File: src/rtl/shaper_pkg.sv
package shaper_pkg;

  // Strobes from the slot control to the decision datapath.
  typedef struct packed {
    logic capture;  // take a decision at this edge
    logic wrap;     // current slot is the last one of the rotation
  } slotStrobe_t;

  // Signed shorter-way hop count on a ring of the given size.
  function automatic int ringHop(input int target, input int origin, input int size);
    int raw;
    raw = (target - origin + size) % size;
    if (raw > size / 2) raw = raw - size;
    return raw;
  endfunction

endpackage

File: src/rtl/shaper_ctrl.sv
module shaper_ctrl
  import shaper_pkg::*;
#(
  parameter int NUM_SRC = 32,
  parameter int COLS    = 8
) (
  input  logic                clk,
  input  logic                rst,
  output slotStrobe_t         stb,
  output logic [$clog2(COLS)-1:0] baseCol,
  output logic [((NUM_SRC/COLS) > 1 ? $clog2(NUM_SRC/COLS) : 1)-1:0] leadMember,
  output logic [$clog2(NUM_SRC)-1:0] slotNow
);
  localparam int MEMBERS = NUM_SRC / COLS;
  localparam int COL_W   = $clog2(COLS);
  localparam int MEM_W   = MEMBERS > 1 ? $clog2(MEMBERS) : 1;
  localparam int SLOT_W  = $clog2(NUM_SRC);
  localparam logic [SLOT_W-1:0] LAST_SLOT = SLOT_W'(NUM_SRC - 1);

  logic [SLOT_W-1:0] slotQ;

  always_ff @(posedge clk) begin
    if (rst)                    slotQ <= '0;
    else if (slotQ == LAST_SLOT) slotQ <= '0;
    else                        slotQ <= slotQ + 1'b1;
  end

  assign slotNow    = slotQ;
  assign baseCol    = COL_W'(int'(slotQ) % COLS);
  assign leadMember = MEM_W'((int'(slotQ) / COLS) % MEMBERS);
  assign stb.capture = !rst;
  assign stb.wrap    = (slotQ == LAST_SLOT);

  // after the last slot the rotation restarts at slot 0
  a_r2_wrap_restart: assert property (@(posedge clk) disable iff (rst)
    stb.wrap |=> (slotNow == '0 && baseCol == '0));

  // group priority only moves when the column rotation completes
  a_r4_lead_steady: assert property (@(posedge clk) disable iff (rst)
    (baseCol != COL_W'(COLS - 1)) |=> $stable(leadMember));

endmodule

File: src/rtl/shaper_path.sv
module shaper_path
  import shaper_pkg::*;
#(
  parameter int NUM_SRC = 32,
  parameter int COLS    = 8,
  parameter int ROWS    = 8
) (
  input  logic                clk,
  input  logic                rst,
  input  slotStrobe_t         stb,
  input  logic [$clog2(COLS)-1:0] baseCol,
  input  logic [((NUM_SRC/COLS) > 1 ? $clog2(NUM_SRC/COLS) : 1)-1:0] leadMember,
  input  logic [$clog2(NUM_SRC)-1:0] slotNow,
  input  logic [NUM_SRC-1:0]  req,
  input  logic [NUM_SRC*$clog2(COLS)-1:0] destX,
  input  logic [NUM_SRC*$clog2(ROWS)-1:0] destY,
  output logic [NUM_SRC-1:0]  grant,
  output logic [NUM_SRC*($clog2(COLS)+1)-1:0] hopX,
  output logic [NUM_SRC*($clog2(ROWS)+1)-1:0] hopY,
  output logic [$clog2(NUM_SRC)-1:0] grantSlot
);
  localparam int MEMBERS = NUM_SRC / COLS;
  localparam int COL_W   = $clog2(COLS);
  localparam int ROW_W   = $clog2(ROWS);
  localparam int HX_W    = COL_W + 1;
  localparam int HY_W    = ROW_W + 1;
  localparam int SLOT_W  = $clog2(NUM_SRC);

  logic [COL_W-1:0] dX      [NUM_SRC];
  logic [ROW_W-1:0] dY      [NUM_SRC];
  logic [COL_W-1:0] permCol [NUM_SRC];
  logic [HX_W-1:0]  hxNext  [NUM_SRC];
  logic [HY_W-1:0]  hyNext  [NUM_SRC];
  logic [NUM_SRC-1:0] match;
  logic [NUM_SRC-1:0] winNext;

  logic [NUM_SRC-1:0][HX_W-1:0] hxQ;
  logic [NUM_SRC-1:0][HY_W-1:0] hyQ;
  logic [NUM_SRC-1:0]           grantQ;
  logic [SLOT_W-1:0]            slotQ;

  // Per-source permission match and header arithmetic
  for (genvar s = 0; s < NUM_SRC; s++) begin : g_src
    localparam int SX = s % COLS;
    localparam int SY = (s / COLS) % ROWS;
    assign dX[s]      = destX[s*COL_W +: COL_W];
    assign dY[s]      = destY[s*ROW_W +: ROW_W];
    assign permCol[s] = COL_W'((SX + int'(baseCol)) % COLS);
    assign match[s]   = req[s] && (dX[s] == permCol[s]);
    assign hxNext[s]  = HX_W'(ringHop(int'(dX[s]), SX, COLS));
    assign hyNext[s]  = HY_W'(ringHop(int'(dY[s]), SY, ROWS));
  end

  // One winner per group, priority rotating from leadMember
  always_comb begin
    logic found;
    int   mem;
    winNext = '0;
    for (int g = 0; g < COLS; g++) begin
      found = 1'b0;
      for (int k = 0; k < MEMBERS; k++) begin
        mem = (int'(leadMember) + k) % MEMBERS;
        if (!found && match[g + mem*COLS]) begin
          winNext[g + mem*COLS] = 1'b1;
          found = 1'b1;
        end
      end
    end
  end

  always_ff @(posedge clk) begin
    if (rst) begin
      grantQ <= '0;
      hxQ    <= '0;
      hyQ    <= '0;
      slotQ  <= '0;
    end else if (stb.capture) begin
      grantQ <= winNext;
      slotQ  <= slotNow;
      for (int s = 0; s < NUM_SRC; s++) begin
        hxQ[s] <= winNext[s] ? hxNext[s] : '0;
        hyQ[s] <= winNext[s] ? hyNext[s] : '0;
      end
    end
  end

  assign grant     = grantQ;
  assign hopX      = hxQ;
  assign hopY      = hyQ;
  assign grantSlot = slotQ;

  // winners of one decision never share a destination column
  for (genvar c = 0; c < COLS; c++) begin : g_colchk
    logic [NUM_SRC-1:0] colHit;
    for (genvar s = 0; s < NUM_SRC; s++) begin : g_hit
      assign colHit[s] = winNext[s] && (dX[s] == COL_W'(c));
    end
    a_r5_col_exclusive: assert property (@(posedge clk) disable iff (rst)
      $onehot0(colHit));
  end

  for (genvar s = 0; s < NUM_SRC; s++) begin : g_srcchk
    // a shown grant matched the permission of the slot it was taken in
    a_r3_perm_match: assert property (@(posedge clk) disable iff (rst)
      grant[s] |-> ($past(dX[s]) == $past(permCol[s]) && $past(req[s])));
    // idle sources carry zero headers
    a_r8_idle_header: assert property (@(posedge clk) disable iff (rst)
      !grant[s] |-> (hxQ[s] == '0 && hyQ[s] == '0));
  end

  for (genvar g = 0; g < COLS; g++) begin : g_grpchk
    logic [MEMBERS-1:0] grpGrant;
    for (genvar m = 0; m < MEMBERS; m++) begin : g_mem
      assign grpGrant[m] = grant[g + m*COLS];
    end
    // at most one member of a group holds a grant
    a_r4_group_single: assert property (@(posedge clk) disable iff (rst)
      $onehot0(grpGrant));
  end

endmodule

File: src/rtl/column_slot_shaper.sv
module column_slot_shaper
  import shaper_pkg::*;
#(
  parameter int NUM_SRC = 32,
  parameter int COLS    = 8,
  parameter int ROWS    = 8
) (
  input  logic clk,
  input  logic rst,
  input  logic [NUM_SRC-1:0] req,
  input  logic [NUM_SRC*$clog2(COLS)-1:0] destX,
  input  logic [NUM_SRC*$clog2(ROWS)-1:0] destY,
  output logic [NUM_SRC-1:0] grant,
  output logic [NUM_SRC*($clog2(COLS)+1)-1:0] hopX,
  output logic [NUM_SRC*($clog2(ROWS)+1)-1:0] hopY,
  output logic [$clog2(NUM_SRC)-1:0] grantSlot
);
  localparam int MEMBERS = NUM_SRC / COLS;
  localparam int COL_W   = $clog2(COLS);
  localparam int MEM_W   = MEMBERS > 1 ? $clog2(MEMBERS) : 1;
  localparam int SLOT_W  = $clog2(NUM_SRC);

  slotStrobe_t       stb;
  logic [COL_W-1:0]  baseCol;
  logic [MEM_W-1:0]  leadMember;
  logic [SLOT_W-1:0] slotNow;

  shaper_ctrl #(.NUM_SRC(NUM_SRC), .COLS(COLS)) u_ctrl (
    .clk(clk), .rst(rst), .stb(stb), .baseCol(baseCol),
    .leadMember(leadMember), .slotNow(slotNow)
  );

  shaper_path #(.NUM_SRC(NUM_SRC), .COLS(COLS), .ROWS(ROWS)) u_path (
    .clk(clk), .rst(rst), .stb(stb), .baseCol(baseCol),
    .leadMember(leadMember), .slotNow(slotNow),
    .req(req), .destX(destX), .destY(destY),
    .grant(grant), .hopX(hopX), .hopY(hopY), .grantSlot(grantSlot)
  );

endmodule

File: config.mk
export PLATFORM = sky130hd
export DESIGN_NAME = column_slot_shaper
export DESIGN_NICKNAME = d
export VERILOG_FILES = /design/src/rtl/shaper_pkg.sv /design/src/rtl/shaper_ctrl.sv /design/src/rtl/shaper_path.sv /design/src/rtl/column_slot_shaper.sv
export SDC_FILE = /design/constraint.sdc
export NUM_CORES = 1
export LEC_CHECK = 0
export ABC_AREA = 1
export BUFFER_PORTS_ARGS = -buffer_cell sky130_fd_sc_hd__clkbuf_2
export CORE_MARGIN = 4
export CORE_UTILIZATION = 25
export CTS_CLUSTER_DIAMETER = 120
export CTS_CLUSTER_SIZE = 30
export DETAILED_ROUTE_END_ITERATION = 8
export GPL_TIMING_DRIVEN = 0
export PLACE_DENSITY = 0.47
export SLEW_MARGIN = 30
export SYNTH_ARGS = -nofsm -noshare
export SYNTH_HDL_FRONTEND = slang
export SYNTH_SLANG_ARGS = --single-unit
File: constraint.sdc
create_clock -name clk -period 3.4 [get_ports clk]
set_input_delay 0.34 -clock clk [delete_from_list [all_inputs] [get_ports clk]]
set_output_delay 0.34 -clock clk [all_outputs]
set_load 0.01 [all_outputs]
==> flow_metrics.env <==
export IMPL_outcome="finished clean"
export IMPL_critical_path_type="reg2reg"
export IMPL_grt_antenna_before_repair=1
export IMPL_drt_wirelength_per_cell_um=17.3
export IMPL_avg_cell_area_syn_um2=7.76
export IMPL_rsz0062_at_grt="false"
export IMPL_switching_share_pct=29.0
export IMPL_yosys_warn_count=0
export IMPL_post_synth_fa_ha_maj_area_fraction_pct=6.98
export IMPL_seq_area_um2=5970
export IMPL_final_setup_tns_ps=0
export IMPL_fin_crit_ps=3220
export IMPL_clock_latency_ps=540
export IMPL_dp_hpwl_um=41500
export IMPL_placed_cell_area_um2=16900
export IMPL_yosys_top_cells_count="sky130_fd_sc_hd__dfxtp_1, sky130_fd_sc_hd__nand2_1, sky130_fd_sc_hd__nor2_1"
export IMPL_remaining_max_slew_budget_at_the_tightest_pin_pct=40.6
export IMPL_yosysSeqAreaShare_pct=44.3
export IMPL_fillers=5715
export IMPL_dp_cells=2939
export IMPL_floorplan_rows=84
export IMPL_drv_slew=0
export IMPL_setup_violations=0
export IMPL_synth_edff_count=0
export IMPL_drc=0
export IMPL_dpl_worst_slack_ps=-733
export IMPL_vias_per_cell=4.31
export IMPL_die_h_um=240
export IMPL_fin_total_pwr_mw=7.05
export IMPL_maxCapViolations=0
export IMPL_yosys_cell_count_top_type="sky130_fd_sc_hd__dfxtp_1"
export IMPL_synth_largest_area_cell="sky130_fd_sc_hd__dfxtp_1"
export IMPL_cts_htree_levels=1
export IMPL_synth_compound_area_share_pct=3.01
export IMPL_critical_path_max_fanout=12
export IMPL_synth_distinct_cells=30
export IMPL_floorplan_die_area_um2=57600
export IMPL_min_delay_path_depth=3
export IMPL_total_leakage_power_nw=9.80
export IMPL_grt_start_max_net_pins=31
export IMPL_die_x_um=240
export IMPL_synthXorXnorAreaFrac_pct=4.17
export IMPL_detail_route_antenna_nets=0
export IMPL_critPathLaunchType="register"
export IMPL_main_combinational_cell_family_by_area_after_synthesis="simple AND/OR/NAND/NOR gates"
export IMPL_timing_clock_skew_ps=23.5
export IMPL_gr_usage_all_layers_pct=17.2
export IMPL_synth_net_count=2035
export IMPL_worstRegToRegCells=12
export IMPL_gr_total_overflow=0
export IMPL_synth_simple_gate_area_share_pct=33.2
export IMPL_crit_reg2reg_capture="u_path.hopY[109]"
export IMPL_critPathSlowestCell="sky130_fd_sc_hd__clkbuf_1"
export IMPL_initial_utilization_pct=25.4
export IMPL_vias=12982
export IMPL_grt_first_pass_wirelength_um=76300
export IMPL_tritoncts_clock_tree="built"
export IMPL_critPathRequiredTime_ps=3880
export IMPL_timing_hold_worst_start="destY[51]"
export IMPL_p_switching_mw=2.05
export IMPL_coreArea_um2=52900
export IMPL_share_seq_of_total_power_pct=51.0
export IMPL_min_path_type="in2reg"
export IMPL_cts_buffers_inserted=15
export IMPL_max_stage_delay_ps=660
export IMPL_timing_worst_slew_pin_value_ps=891
export IMPL_final_nets=2620
export IMPL_post_synth_mux_area_share_pct=0
export IMPL_clk_pin_slew_ps=110
export IMPL_netlist_top_cells_area="sky130_fd_sc_hd__dfxtp_1, sky130_fd_sc_hd__nand3_1, sky130_fd_sc_hd__nand2_1"
export IMPL_clock_sinks=298
export IMPL_drt_pre_antenna_iters=5
export IMPL_post_synth_instance_area_um2=13500
export IMPL_dominantRegCellSynth="sky130_fd_sc_hd__dfxtp_1"
export IMPL_postSynthCellCount=1734
export IMPL_cts_root_buf="sky130_fd_sc_hd__clkbuf_16"
export IMPL_drive_gt1_share_pct=31.5
export IMPL_area_of_the_multi_input_gates_um2=6380
export IMPL_timing_fmax_ghz=0.311
export IMPL_postLayoutCellArea_um2=17900
export IMPL_p_int_mw=5.00
export IMPL_floorplan_io_pins=519
export IMPL_clock_path_buffers=3
export IMPL_worst_setup_slack_after_layout_ps=182
export IMPL_final_report_hold_violation_count=0
export IMPL_ys_seq_elements=298
export IMPL_synth_async_reset_ratio_pct=0
export IMPL_pwr_density_cell_nw_per_um2=393
export IMPL_area_growth_from_synthesis_to_final_layout_pct=33.3
export IMPL_yosysTopAreaCellShare_pct=44.3
export IMPL_post_route_period_util_pct=94.6
export IMPL_final_cell_count_no_fill=3014
export IMPL_clockPowerShare_pct=31.6
export IMPL_cp_end_kind="register"
export IMPL_ir_drop_uv=381
export IMPL_final_core_utilization_pct=33.9
export IMPL_worst_ep_arrival_time_ps=3700
export IMPL_placement_io_buffers=517
export IMPL_timing_reg2reg_setup_slack_ps=180
export IMPL_number_of_global_route_vias_before_repair=12607
export IMPL_hold_ws_ps=26.9
export IMPL_detail_route_wirelength_um=52200
export IMPL_comb_power_share_pct=17.4
export IMPL_place_congestion=0.859
export IMPL_min_to="u_path.hopY[68]"
export IMPL_r2r_start="u_ctrl.slotNow[3]"
export IMPL_worstPathCellList="buf_2, inv_2, buf_2, ha_1, clkbuf_1, clkbuf_1, nand3_1, nand2_1, inv_1, nand3_1, nand2_2, nor2_1"
export IMPL_dr_first_iter_drc_count=720
## state kept, by name, summed over array words and instances, names as in the netlist
| name | cells |
|---|---|
| u_path.hopX | 128 |
| u_ctrl.slotNow | 5 |
| u_path.hopY | 128 |
| u_path.grant | 32 |
| u_path.grantSlot | 5 |
## power groups by stage
stage	logic [mW]	registers (mW)	clock network, mW
floorplan	0.665	3.71	0
global route	1.39	3.60	2.46
CTS	1.25	3.59	2.35
finish	1.23	3.59	2.23
detailed placement	1.20	3.67	0
global placement	1.18	3.67	0
## worst max-delay path, delay by kind of cell (launching register included)
kind / cells / cell delay (ps)
buffers and inverters: 6 / 1960
AND/OR/NAND/NOR: 5 / 600
adder cells (fa/ha/maj): 1 / 210
flip-flops: 1 / 370
## metal layers
layer	up-vias	GRT usage, %	part of all wire, %
met2	410	30.2	48
li1	6525	-	-
met4	0	5.04	3.1
met1	5986	21.5	42
met3	61	3.42	6.7
met5	-	0	0
## logic make-up (layout without fill, tap and decap cells)
group,after synthesis,in the layout
fa+ha+maj,75,75
compound gates,71,71
flops,298,298
other cells,0,2
buf+inv,272,862
xor+xnor,64,64
simple gates,954,954
## worst max path at each step
stage                 startpoint                to  slack (ps)
3_3_place_gp   u_ctrl.slotNow[4]  u_path.hopY[109]        -710
3_5_place_dp   u_ctrl.slotNow[4]   u_path.hopX[97]        -730
6_report       u_ctrl.slotNow[3]  u_path.hopY[109]         180
2_1_floorplan  u_ctrl.slotNow[4]   u_path.hopX[22]         870
5_1_grt        u_ctrl.slotNow[1]  u_path.grant[13]           2
4_1_cts        u_ctrl.slotNow[4]   u_path.hopX[97]          50
## layout make-up
type | instances | area share, %
Buffer | 48 | 1.53
Clock inverter | 5 | 0.523
Clock buffer | 17 | 2.19
Multi-Input combinational cell | 1164 | 35.6
Timing Repair Buffer | 568 | 17.3
Inverter | 224 | 4.79
Tap cell | 688 | 4.80
Sequential cell | 298 | 33.3
Antenna cell | 2 | 0.0279
## what timing repair did
| item | 4_1_cts | 5_1_grt |
|---|---|---|
| gates resized for setup | 5 | 7 |
| setup endpoints to repair | 288 | 255 |
| endpoints found under the hold margin | 50 | 0 |
| hold buffers | 50 | 0 |
| setup buffers | 1 | 0 |
## placed cells by master (no fill, tap or decap), types with 2 or more instances in the layout
cell / netlist / final
sky130_fd_sc_hd__nor2_2: 59 / 60
sky130_fd_sc_hd__inv_2: 5 / 5
sky130_fd_sc_hd__diode_2: 0 / 2
sky130_fd_sc_hd__or2_2: 25 / 25
sky130_fd_sc_hd__o21bai_1: 4 / 4
sky130_fd_sc_hd__buf_1: 7 / 3
sky130_fd_sc_hd__xor2_1: 27 / 27
sky130_fd_sc_hd__nand3_1: 251 / 251
sky130_fd_sc_hd__clkbuf_2: 0 / 518
sky130_fd_sc_hd__nand2_4: 14 / 16
sky130_fd_sc_hd__a21o_1: 16 / 16
sky130_fd_sc_hd__nand3_2: 10 / 10
sky130_fd_sc_hd__nor2_1: 266 / 265
sky130_fd_sc_hd__nand2_1: 272 / 272
sky130_fd_sc_hd__clkbuf_1: 18 / 18
sky130_fd_sc_hd__xnor2_1: 37 / 37
sky130_fd_sc_hd__a21oi_1: 22 / 22
sky130_fd_sc_hd__ha_1: 75 / 75
sky130_fd_sc_hd__nor2_4: 8 / 8
sky130_fd_sc_hd__inv_1: 217 / 216
sky130_fd_sc_hd__nand4_1: 4 / 4
sky130_fd_sc_hd__dfxtp_1: 298 / 297
sky130_fd_sc_hd__buf_4: 8 / 9
sky130_fd_sc_hd__clkbuf_16: 0 / 15
sky130_fd_sc_hd__o21ai_0: 17 / 17
sky130_fd_sc_hd__clkbuf_4: 0 / 3
sky130_fd_sc_hd__buf_6: 5 / 5
sky130_fd_sc_hd__o21ai_1: 12 / 12
sky130_fd_sc_hd__dlygate4sd3_1: 0 / 50
sky130_fd_sc_hd__buf_2: 10 / 11
sky130_fd_sc_hd__nand2_2: 39 / 37
sky130_fd_sc_hd__nand3b_1: 5 / 5
Note: power is estimated with default switching activity, not from simulation.
